--- config.mk ---
export PLATFORM = sky130hd
export DESIGN_NAME = rbh_top
export DESIGN_NICKNAME = d
export VERILOG_FILES = /design/src/rtl/rbh_pkg.sv /design/src/rtl/rbh_req_sync.sv /design/src/rtl/rbh_timer.sv /design/src/rtl/rbh_bit_store.sv /design/src/rtl/rbh_top.sv
export SDC_FILE = /design/constraint.sdc
export NUM_CORES = 1
export LEC_CHECK = 0
export ABC_AREA = 0
export BUFFER_PORTS_ARGS = -buffer_cell sky130_fd_sc_hd__buf_2
export CORE_ASPECT_RATIO = 0.75
export CORE_MARGIN = 3
export CORE_UTILIZATION = 40
export CTS_CLUSTER_SIZE = 28
export DETAILED_ROUTE_END_ITERATION = 16
export PLACE_DENSITY_LB_ADDON = 0.08
export SYNTH_ARGS = -nofsm -noshare
export SYNTH_HDL_FRONTEND = slang
export SYNTH_SLANG_ARGS = --single-unit
--- constraint.sdc ---
create_clock -name clk_i -period 3.8 [get_ports clk_i]
set_input_delay 0.19 -clock clk_i [delete_from_list [all_inputs] [get_ports clk_i]]
set_output_delay 0.19 -clock clk_i [all_outputs]
set_load 0.03 [all_outputs]
--- src/rtl/rbh_pkg.sv ---
package rbh_pkg;

  typedef enum logic [2:0] {
    ST_INIT,
    ST_WAIT,
    ST_AVAIL,
    ST_SLEEP,
    ST_PRESENT,
    ST_HOLD,
    ST_RECOVER
  } rbh_state_e;

  function automatic int unsigned max_of(input int unsigned a, input int unsigned b);
    return (a > b) ? a : b;
  endfunction

endpackage

--- src/rtl/rbh_req_sync.sv ---
module rbh_req_sync #(
  parameter int unsigned STAGES = 2
) (
  input  logic clk_i,
  input  logic rst_ni,
  input  logic async_i,
  output logic level_o,
  output logic rise_o
);

  logic [STAGES-1:0] sr_q;
  logic              prev_q;

  generate
    if (STAGES == 1) begin : g_one
      always_ff @(posedge clk_i or negedge rst_ni) begin
        if (!rst_ni) sr_q <= '0;
        else         sr_q <= async_i;
      end
    end else begin : g_chain
      always_ff @(posedge clk_i or negedge rst_ni) begin
        if (!rst_ni) sr_q <= '0;
        else         sr_q <= {sr_q[STAGES-2:0], async_i};
      end
    end
  endgenerate

  always_ff @(posedge clk_i or negedge rst_ni) begin
    if (!rst_ni) prev_q <= 1'b0;
    else         prev_q <= sr_q[STAGES-1];
  end

  assign level_o = sr_q[STAGES-1];
  assign rise_o  = sr_q[STAGES-1] & ~prev_q;

endmodule

--- src/rtl/rbh_timer.sv ---
module rbh_timer #(
  parameter int unsigned CNT_W     = 8,
  parameter int unsigned RESET_VAL = 0
) (
  input  logic             clk_i,
  input  logic             rst_ni,
  input  logic             load_i,
  input  logic [CNT_W-1:0] value_i,
  output logic             zero_o
);

  logic [CNT_W-1:0] cnt_q;

  always_ff @(posedge clk_i or negedge rst_ni) begin
    if (!rst_ni)          cnt_q <= CNT_W'(RESET_VAL);
    else if (load_i)      cnt_q <= value_i;
    else if (cnt_q != '0) cnt_q <= cnt_q - 1'b1;
  end

  assign zero_o = (cnt_q == '0);

endmodule

--- src/rtl/rbh_bit_store.sv ---
module rbh_bit_store #(
  parameter int unsigned BUF_W = 64
) (
  input  logic             clk_i,
  input  logic             rst_ni,
  input  logic [BUF_W-1:0] data_i,
  input  logic             valid_i,
  output logic             ready_o,
  input  logic             pop_i,
  output logic             head_o,
  output logic             empty_o,
  output logic             last_o
);

  localparam int unsigned CW = $clog2(BUF_W + 1);

  logic [BUF_W-1:0] data_q;
  logic [CW-1:0]    cnt_q;

  always_ff @(posedge clk_i or negedge rst_ni) begin
    if (!rst_ni) begin
      data_q <= '0;
      cnt_q  <= '0;
    end else if (ready_o && valid_i) begin
      data_q <= data_i;
      cnt_q  <= CW'(BUF_W);
    end else if (pop_i && !empty_o) begin
      data_q <= data_q >> 1;
      cnt_q  <= cnt_q - 1'b1;
    end
  end

  assign empty_o = (cnt_q == '0);
  assign ready_o = empty_o;
  assign last_o  = (cnt_q == CW'(1));
  assign head_o  = data_q[0];

endmodule

--- src/rtl/rbh_top.sv ---
module rbh_top
  import rbh_pkg::*;
#(
  parameter int unsigned BUF_W          = 64,
  parameter int unsigned SYNC_STAGES    = 2,
  parameter int unsigned INIT_CYC       = 2230000,
  parameter int unsigned PRESENT_CYC    = 26500,
  parameter int unsigned RECOV_CYC      = 15500,
  parameter int unsigned RECOV_LONG_CYC = 53800,
  parameter int unsigned STANDBY_CYC    = 1500
) (
  input  logic             clk_i,
  input  logic             rst_ni,
  input  logic [BUF_W-1:0] load_data_i,
  input  logic             load_valid_i,
  output logic             load_ready_o,
  input  logic             req_i,
  output logic             avail_o,
  output logic             bit_o,
  output logic             standby_o
);

  localparam int unsigned MAX_CYC = max_of(max_of(max_of(INIT_CYC, PRESENT_CYC),
                                                  max_of(RECOV_CYC, RECOV_LONG_CYC)),
                                           STANDBY_CYC);
  localparam int unsigned CNT_W   = $clog2(MAX_CYC + 1);

  localparam logic [CNT_W-1:0] PRES_LD  = CNT_W'(PRESENT_CYC - 1);
  localparam logic [CNT_W-1:0] RCV_LD   = CNT_W'(RECOV_CYC - 1);
  localparam logic [CNT_W-1:0] RCVL_LD  = CNT_W'(RECOV_LONG_CYC - 1);
  localparam logic [CNT_W-1:0] IDLE_LD  = CNT_W'(STANDBY_CYC - 1);

  rbh_state_e       state_q, state_d;
  logic             req_lvl, req_rise;
  logic             tmr_ld, tmr_zero;
  logic [CNT_W-1:0] tmr_val;
  logic             pop;
  logic             buf_head, buf_empty, buf_last;
  logic             bit_q, last_q;

  rbh_req_sync #(.STAGES(SYNC_STAGES)) u_sync (
    .clk_i   (clk_i),
    .rst_ni  (rst_ni),
    .async_i (req_i),
    .level_o (req_lvl),
    .rise_o  (req_rise)
  );

  rbh_timer #(.CNT_W(CNT_W), .RESET_VAL(INIT_CYC - 1)) u_timer (
    .clk_i   (clk_i),
    .rst_ni  (rst_ni),
    .load_i  (tmr_ld),
    .value_i (tmr_val),
    .zero_o  (tmr_zero)
  );

  rbh_bit_store #(.BUF_W(BUF_W)) u_store (
    .clk_i   (clk_i),
    .rst_ni  (rst_ni),
    .data_i  (load_data_i),
    .valid_i (load_valid_i),
    .ready_o (load_ready_o),
    .pop_i   (pop),
    .head_o  (buf_head),
    .empty_o (buf_empty),
    .last_o  (buf_last)
  );

  always_comb begin
    state_d = state_q;
    tmr_ld  = 1'b0;
    tmr_val = '0;
    pop     = 1'b0;
    unique case (state_q)
      ST_INIT: begin
        if (tmr_zero) begin
          if (!buf_empty) begin
            state_d = ST_AVAIL;
            tmr_ld  = 1'b1;
            tmr_val = IDLE_LD;
          end else begin
            state_d = ST_WAIT;
          end
        end
      end
      ST_WAIT: begin
        if (!buf_empty) begin
          state_d = ST_AVAIL;
          tmr_ld  = 1'b1;
          tmr_val = IDLE_LD;
        end
      end
      ST_AVAIL: begin
        // timeout wins over a coincident request edge: that edge is lost
        if (tmr_zero) begin
          state_d = ST_SLEEP;
        end else if (req_rise) begin
          state_d = ST_PRESENT;
          tmr_ld  = 1'b1;
          tmr_val = PRES_LD;
        end
      end
      ST_SLEEP: begin
        if (req_rise) begin
          state_d = ST_PRESENT;
          tmr_ld  = 1'b1;
          tmr_val = PRES_LD;
        end
      end
      ST_PRESENT: begin
        if (tmr_zero) begin
          state_d = ST_HOLD;
          pop     = 1'b1;
        end
      end
      ST_HOLD: begin
        if (!req_lvl) begin
          state_d = ST_RECOVER;
          tmr_ld  = 1'b1;
          tmr_val = last_q ? RCVL_LD : RCV_LD;
        end
      end
      ST_RECOVER: begin
        if (tmr_zero) begin
          if (!buf_empty) begin
            state_d = ST_AVAIL;
            tmr_ld  = 1'b1;
            tmr_val = IDLE_LD;
          end else begin
            state_d = ST_WAIT;
          end
        end
      end
      default: state_d = ST_INIT;
    endcase
  end

  always_ff @(posedge clk_i or negedge rst_ni) begin
    if (!rst_ni) begin
      state_q <= ST_INIT;
      bit_q   <= 1'b0;
      last_q  <= 1'b0;
    end else begin
      state_q <= state_d;
      if (pop) begin
        bit_q  <= buf_head;
        last_q <= buf_last;
      end
    end
  end

  assign avail_o   = (state_q == ST_AVAIL) || (state_q == ST_SLEEP) || (state_q == ST_PRESENT);
  assign standby_o = (state_q == ST_SLEEP);
  assign bit_o     = (state_q == ST_HOLD) && req_lvl && bit_q;

endmodule

==> After elaboration in Yosys (flattened, before gate mapping) <==
Cells that the tools add are included.
{ "totals": {"latchBits": 0, "ramBits": 0, "word_cells": 67, "mem_bits_ro": 0, "output_inout_bits": 4, "n_memories": 0, "ff_bits": 101} }
{ "op_classes": {"shift": 0, "reduce_logical": 15, "order_cmp": 0, "n_eq_ne": 11, "n_addsub": 2, "n_mul": 0, "div": 0, "mux": 29, "bitwise_logic": 2} }
{ "ops": {"columns": ["op", "count"], "rows": [
  ["64-bit 2-to-1 mux", 2],
  ["22-bit one-hot mux with 5 select lines", 1],
  ["22-bit 2-to-1 mux", 3],
  ["16-bit 2-to-1 mux", 2],
  ["15-bit 2-to-1 mux", 2],
  ["22-bit zero test", 1],
  ["22-bit nonzero test", 1],
  ["22-bit by 1-bit subtractor with 22-bit output (second input constant)", 1],
  ["3-bit 2-to-1 mux", 6],
  ["3-bit one-hot mux with 6 select lines", 1],
  ["7-bit 2-to-1 mux", 2],
  ["11-bit 2-to-1 mux", 1],
  ["3-bit equality test (second input constant)", 3],
  ["7-bit by 1-bit equality test with 1-bit output (second input constant)", 1],
  ["7-bit zero test", 1],
  ["1-bit 2-to-1 mux", 7],
  ["7-bit by 1-bit subtractor with 7-bit output (second input constant)", 1],
  ["3-bit by 2-bit equality test with 1-bit output (second input constant)", 2],
  ["2-bit != test (second input constant)", 3],
  ["1-bit one-hot mux with 5 select lines", 1],
  ["1-bit logical AND", 4],
  ["4-bit AND reduction", 1],
  ["2-bit nonzero test", 2],
  ["3-bit by 1-bit equality test with 1-bit output (second input constant)", 1],
  ["other kinds (8)", 9]
]} }

==> Depth between registers and ports, before layout <==
{ "logic_depth": {"depth_word": 6, "depth_mapped": 10, "mapped_depth_nobuf": 9} }

==> By module <==
Synthesis repeated with hierarchy kept, for this count alone.
{ "hier_totals": {"cells_unflattened": 689, "hier_area_um2": 6062.1} }
{ "by_module_without_submodules": {"columns": ["mod", "seq_area_each_um2", "n_inst", "cells_each", "area_each_um2"], "rows": [
  ["rbh_bit_store", 1776.7, 1, 479, 4131.5],
  ["rbh_timer", 564.3, 1, 150, 1376.3],
  ["rbh_top", 125.1, 1, 56, 465.4],
  ["rbh_req_sync", 75.1, 1, 4, 88.8]
]} }

==> Least setup slack after synthesis <==
OpenSTA, ideal clock, no wires.
{ "synth_timing": {"kind": "register to register", "from": "reg u_timer.cnt_q[16]", "to": "reg u_timer.cnt_q[4]", "stages_incl_launch_ff": 9, "required_ns": 3.672, "path_buffers": 2, "slack_ns": 1.293, "synth_period_minus_slack_ns": 2.507, "arrival_ns": 2.379, "path_cell_list": "dfrtp_1 > or4_4 > or3_1 > buf_4 > or3_1 > buf_2 > o211a_4 > a21oi_1 > nor2_1"} }
{ "synth_between": {"elab_chain_cells": 4} }
{ "synth_lines": {"columns": ["element", "line", "text"], "rows": [
  ["start, declared", "rbh_timer.sv:12", "logic [CNT_W-1:0] cnt_q;"],
  ["start signal, assigned", "rbh_timer.sv:15", "if (!rst_ni) cnt_q <= CNT_W'(RESET_VAL);"],
  ["start signal, assigned", "rbh_timer.sv:16", "else if (load_i) cnt_q <= value_i;"],
  ["start signal, assigned", "rbh_timer.sv:17", "else if (cnt_q != '0) cnt_q <= cnt_q - 1'b1;"],
  ["22-bit zero test", "rbh_timer.sv:20", "assign zero_o = (cnt_q == '0);"],
  ["22-bit 2-to-1 mux (tied with other cells)", "rbh_top.sv:124", "if (tmr_zero) begin"],
  ["22-bit one-hot mux with 5 select lines or 1-bit one-hot mux with 5 select lines (tied branches)", "rbh_top.sv:74", "unique case (state_q)"],
  ["22-bit 2-to-1 mux or 2-bit nonzero test (tied branches)", null, null]
]} }
Parallel ways exist; a longest one is shown, timed or not.
A chain may end at the register's enable or synchronous reset.

==> Final worst setup path <==
{ "layout_timing": {"from": "reg u_timer.cnt_q[16]", "to": "reg u_store.data_q[0]"} }
{ "layout_between": {"elab_chain_cells": 5} }
{ "layout_lines": {"columns": ["element", "line", "text"], "rows": [
  ["22-bit zero test", "rbh_timer.sv:20", null],
  ["1-bit 2-to-1 mux", "rbh_top.sv:111", "if (tmr_zero) begin"],
  ["1-bit 2-to-1 mux", "rbh_top.sv:74", null],
  ["1-bit logical AND", "rbh_bit_store.sv:27", "end else if (pop_i && !empty_o) begin"],
  ["2-bit nonzero test (no source line)", null, null],
  ["end signal, assigned", "rbh_bit_store.sv:25", "data_q <= data_i;"],
  ["end signal, assigned", "rbh_bit_store.sv:28", "data_q <= data_q >> 1;"],
  ["end, declared", "rbh_bit_store.sv:17", "logic [BUF_W-1:0] data_q;"]
]} }
Every way passes these cells.

==> impl_metrics.yaml <==
setup_path:
  r2r_start: "u_timer.cnt_q[16]$_DFFE_PN0P_"
  endpoint_kind: "register"
  r2r_setup_slack_ns: 0.54
  reg2regPathDepth: 7
  r2r_end: "u_store.data_q[0]$_DFFE_PN0P_"
  crit_arrival_ns: 3.45
  critPathKind: "register to register"
  required_ns: 3.99
  start_kind: "register"
  path_max_fanout: 37
layout:
  fin_nets: 702
  drive_gt1_frac: 0.191
  diodes: 0
  final_cells: 797
  area_delta_synth_final_pct: 16.8
  final_common_cell: "nand2_1"
  layout_common_cells: "nand2_1 (146), dfrtp_1 (90), nor2_1 (89)"
worst_hold_path:
  hold_end: "u_store.data_q[63]$_DFFE_PN0P_"
  min_from: "load_data_i[63]"
  hold_class: "primary input to register"
  min_path_cells: 3
pwr:
  vdd_drop_max_mv: 0.192
  power_density_nw_per_um2: 416
  p_leak_nw: 2.64
sta:
  tightest_slew_ns: 0.686
  rsz0062_at_grt: "no"
  max_freq_ghz: 0.307
  setup_ws_ns: 0.541
  skew_ns: 0.00593
  slew_headroom: 0.543
  hold_viol: 0
  holdWs_ns: 0.0854
  fin_crit_sh: 0.858
  finalSetupViolCount: 0
  layout_min_cycle_time_ns: 3.26
  final.setup.tns_ns: 0
  finalMaxSlewViolations: 0
synth:
  syn_nets: 640
  synth-async-reset-ratio: 1.00
  synth-seq-cells: 101
  synth_cells: 569
  yosys_most_used_dff: "dfrtp_1"
  synth_edf_count: 0
  ys_warn_count: 0
  synth_cell_types: 53
  netlist_area_um2: 4960
  ys_seq_area_frac: 0.513
  avgSynthCellArea_um2: 8.71
routing:
  drcViolationCount: 0
  via_per_inst: 5.23
  routed_wl_um: 11600
  drt_iter0_markers: 308
  wl_per_cell_um: 14.5
  antenna_left: 0
  vias: 4169
  drt-pass1-iter-count: 5
clock_tree:
  tritoncts: "built"
  clock_latency_ns: 0.34
  clock-root-buffer: "clkbuf_16"
  cts_resized: 0
  h-tree-depth: 3
  clockBufferDepth: 2
  clock-sinks: 101
  clk_pin_slew_ns: 0.07
  cts_inserted_buffers: 9
global_route:
  grt_use_total: 0.174
  antenna_found_initial: 0
  grt_pass1_vias: 3755
  grt_start_max_net_pins: 54
  grt_overflow: 0
  grt_pass1_wl_um: 19200
place:
  placedCellCount: 780
  dp_hpwl_um: 7840
  pre_cts_ws_ns: 0.551
  io_buffers: 71
  gp_congestion: 0.832
die:
  io_pins: 72
  initial_core_util: 0.419
  std_cell_rows: 34
  die_h_um: 102
  core_area_um2: 11800
  dieWidth_um: 135
  die-area_um2: 13800
job:
  drv_cap: 0
outcome:
  status: "complete, no violations"
==> stage by stage <==
step                      utilization  total power, mW  cell area [um^2]
final                           0.490             2.41              5790
after global routing            0.490             2.54              5790
after global placement          0.462             1.49              5470
after CTS                       0.490             2.45              5790
after detailed placement        0.462             1.49              5470
after floorplan                     -             1.38              4960
==> layout make-up <==
class | instances | area, um^2
fill | 1167 | 6040
sequential | 101 | 2540
multi-input combinational | 427 | 2230
timing repair buffer | 84 | 485
clock buffer | 11 | 253
tap | 162 | 203
clock inverter | 4 | 47.5
inverter | 8 | 30.0
==> cells by family (layout without fill, tap and decap cells) <==
group,Yosys count,after routing,share of synthesized area
AND/OR/NAND/NOR,292,292,0.256
AO/OA/AOI/OAI,108,108,0.142
flip-flops,101,101,0.513
buffers and inverters,41,107,0.0394
XOR/XNOR,23,23,0.0406
adder cells (fa/ha/maj),3,3,0.00757
multiplexers,1,1,0.00227
==> sequential cells by signal (all words and copies together) (netlist names) <==
name            count
u_timer.cnt_q      22
bit_q               1
u_store.data_q     64
u_sync.sr_q         2
u_sync.prev_q       1
u_store.cnt_q       7
last_q              1
state_q             3
==> synth_stat cells, types with 8 or more instances <==
master | number | share of area
a31oi_1 | 63 | 0.080
dfrtp_1 | 90 | 0.45
o21ai_0 | 18 | 0.018
nand3_1 | 9 | 0.0091
nor2_1 | 89 | 0.067
xor2_1 | 10 | 0.018
xnor2_1 | 13 | 0.023
clkbuf_1 | 21 | 0.016
dfstp_2 | 11 | 0.058
nand2_1 | 147 | 0.11
a21oi_1 | 8 | 0.0081
==> how the worst max path moves through the flow <==
| stage | slack (ns) | to | start |
|---|---|---|---|
| 5_1_grt | 0.33 | u_store.data_q[0]$_DFFE_PN0P_ | u_timer.cnt_q[16]$_DFFE_PN0P_ |
| 4_1_cts | 0.54 | u_store.data_q[0]$_DFFE_PN0P_ | u_timer.cnt_q[16]$_DFFE_PN0P_ |
| 2_1_floorplan | 1.29 | u_timer.cnt_q[4]$_DFFE_PN0P_ | u_timer.cnt_q[16]$_DFFE_PN0P_ |
| 3_3_place_gp | 0.66 | u_store.data_q[40]$_DFFE_PN0P_ | u_timer.cnt_q[16]$_DFFE_PN0P_ |
| 6_report | 0.54 | u_store.data_q[0]$_DFFE_PN0P_ | u_timer.cnt_q[16]$_DFFE_PN0P_ |
| 3_5_place_dp | 0.55 | u_store.data_q[43]$_DFFE_PN0P_ | u_timer.cnt_q[16]$_DFFE_PN0P_ |
==> repair_timing <==
item | 4_1_cts | 5_1_grt
hold endpoints to repair | 17 | 0
hold buffers | 2 | 0
setup buffers | 0 | 0
==> power breakdown <==
part / total, mW / internal (mW) / switching [mW]
sequential: 1.24 / 1.17 / 0.0723
combinational: 0.232 / 0.116 / 0.117
clock: 0.936 / 0.541 / 0.395
total: 2.41 / 1.82 / 0.583
==> routing by layer <==
metal	vias to the layer above	routed length (um)	part of all wire	global-route usage
met2	87	5030	0.43	0.247
met3	6	591	0.051	0.0423
met1	2007	5930	0.51	0.268
met5	-	0	0	0
met4	0	51	0.0044	0.0407
li1	2069	-	-	-
==> worst max-delay path, cell delays in order (launching register included) <==
cell and delay (ns):
dfrtp_1 0.42, or4_4 0.57, or3_1 0.47, nor3_4 0.49
nand3_2 0.56, buf_12 0.39, nand2_1 0.09, a31oi_1 0.09
Note: power is estimated with default switching activity, not from simulation.
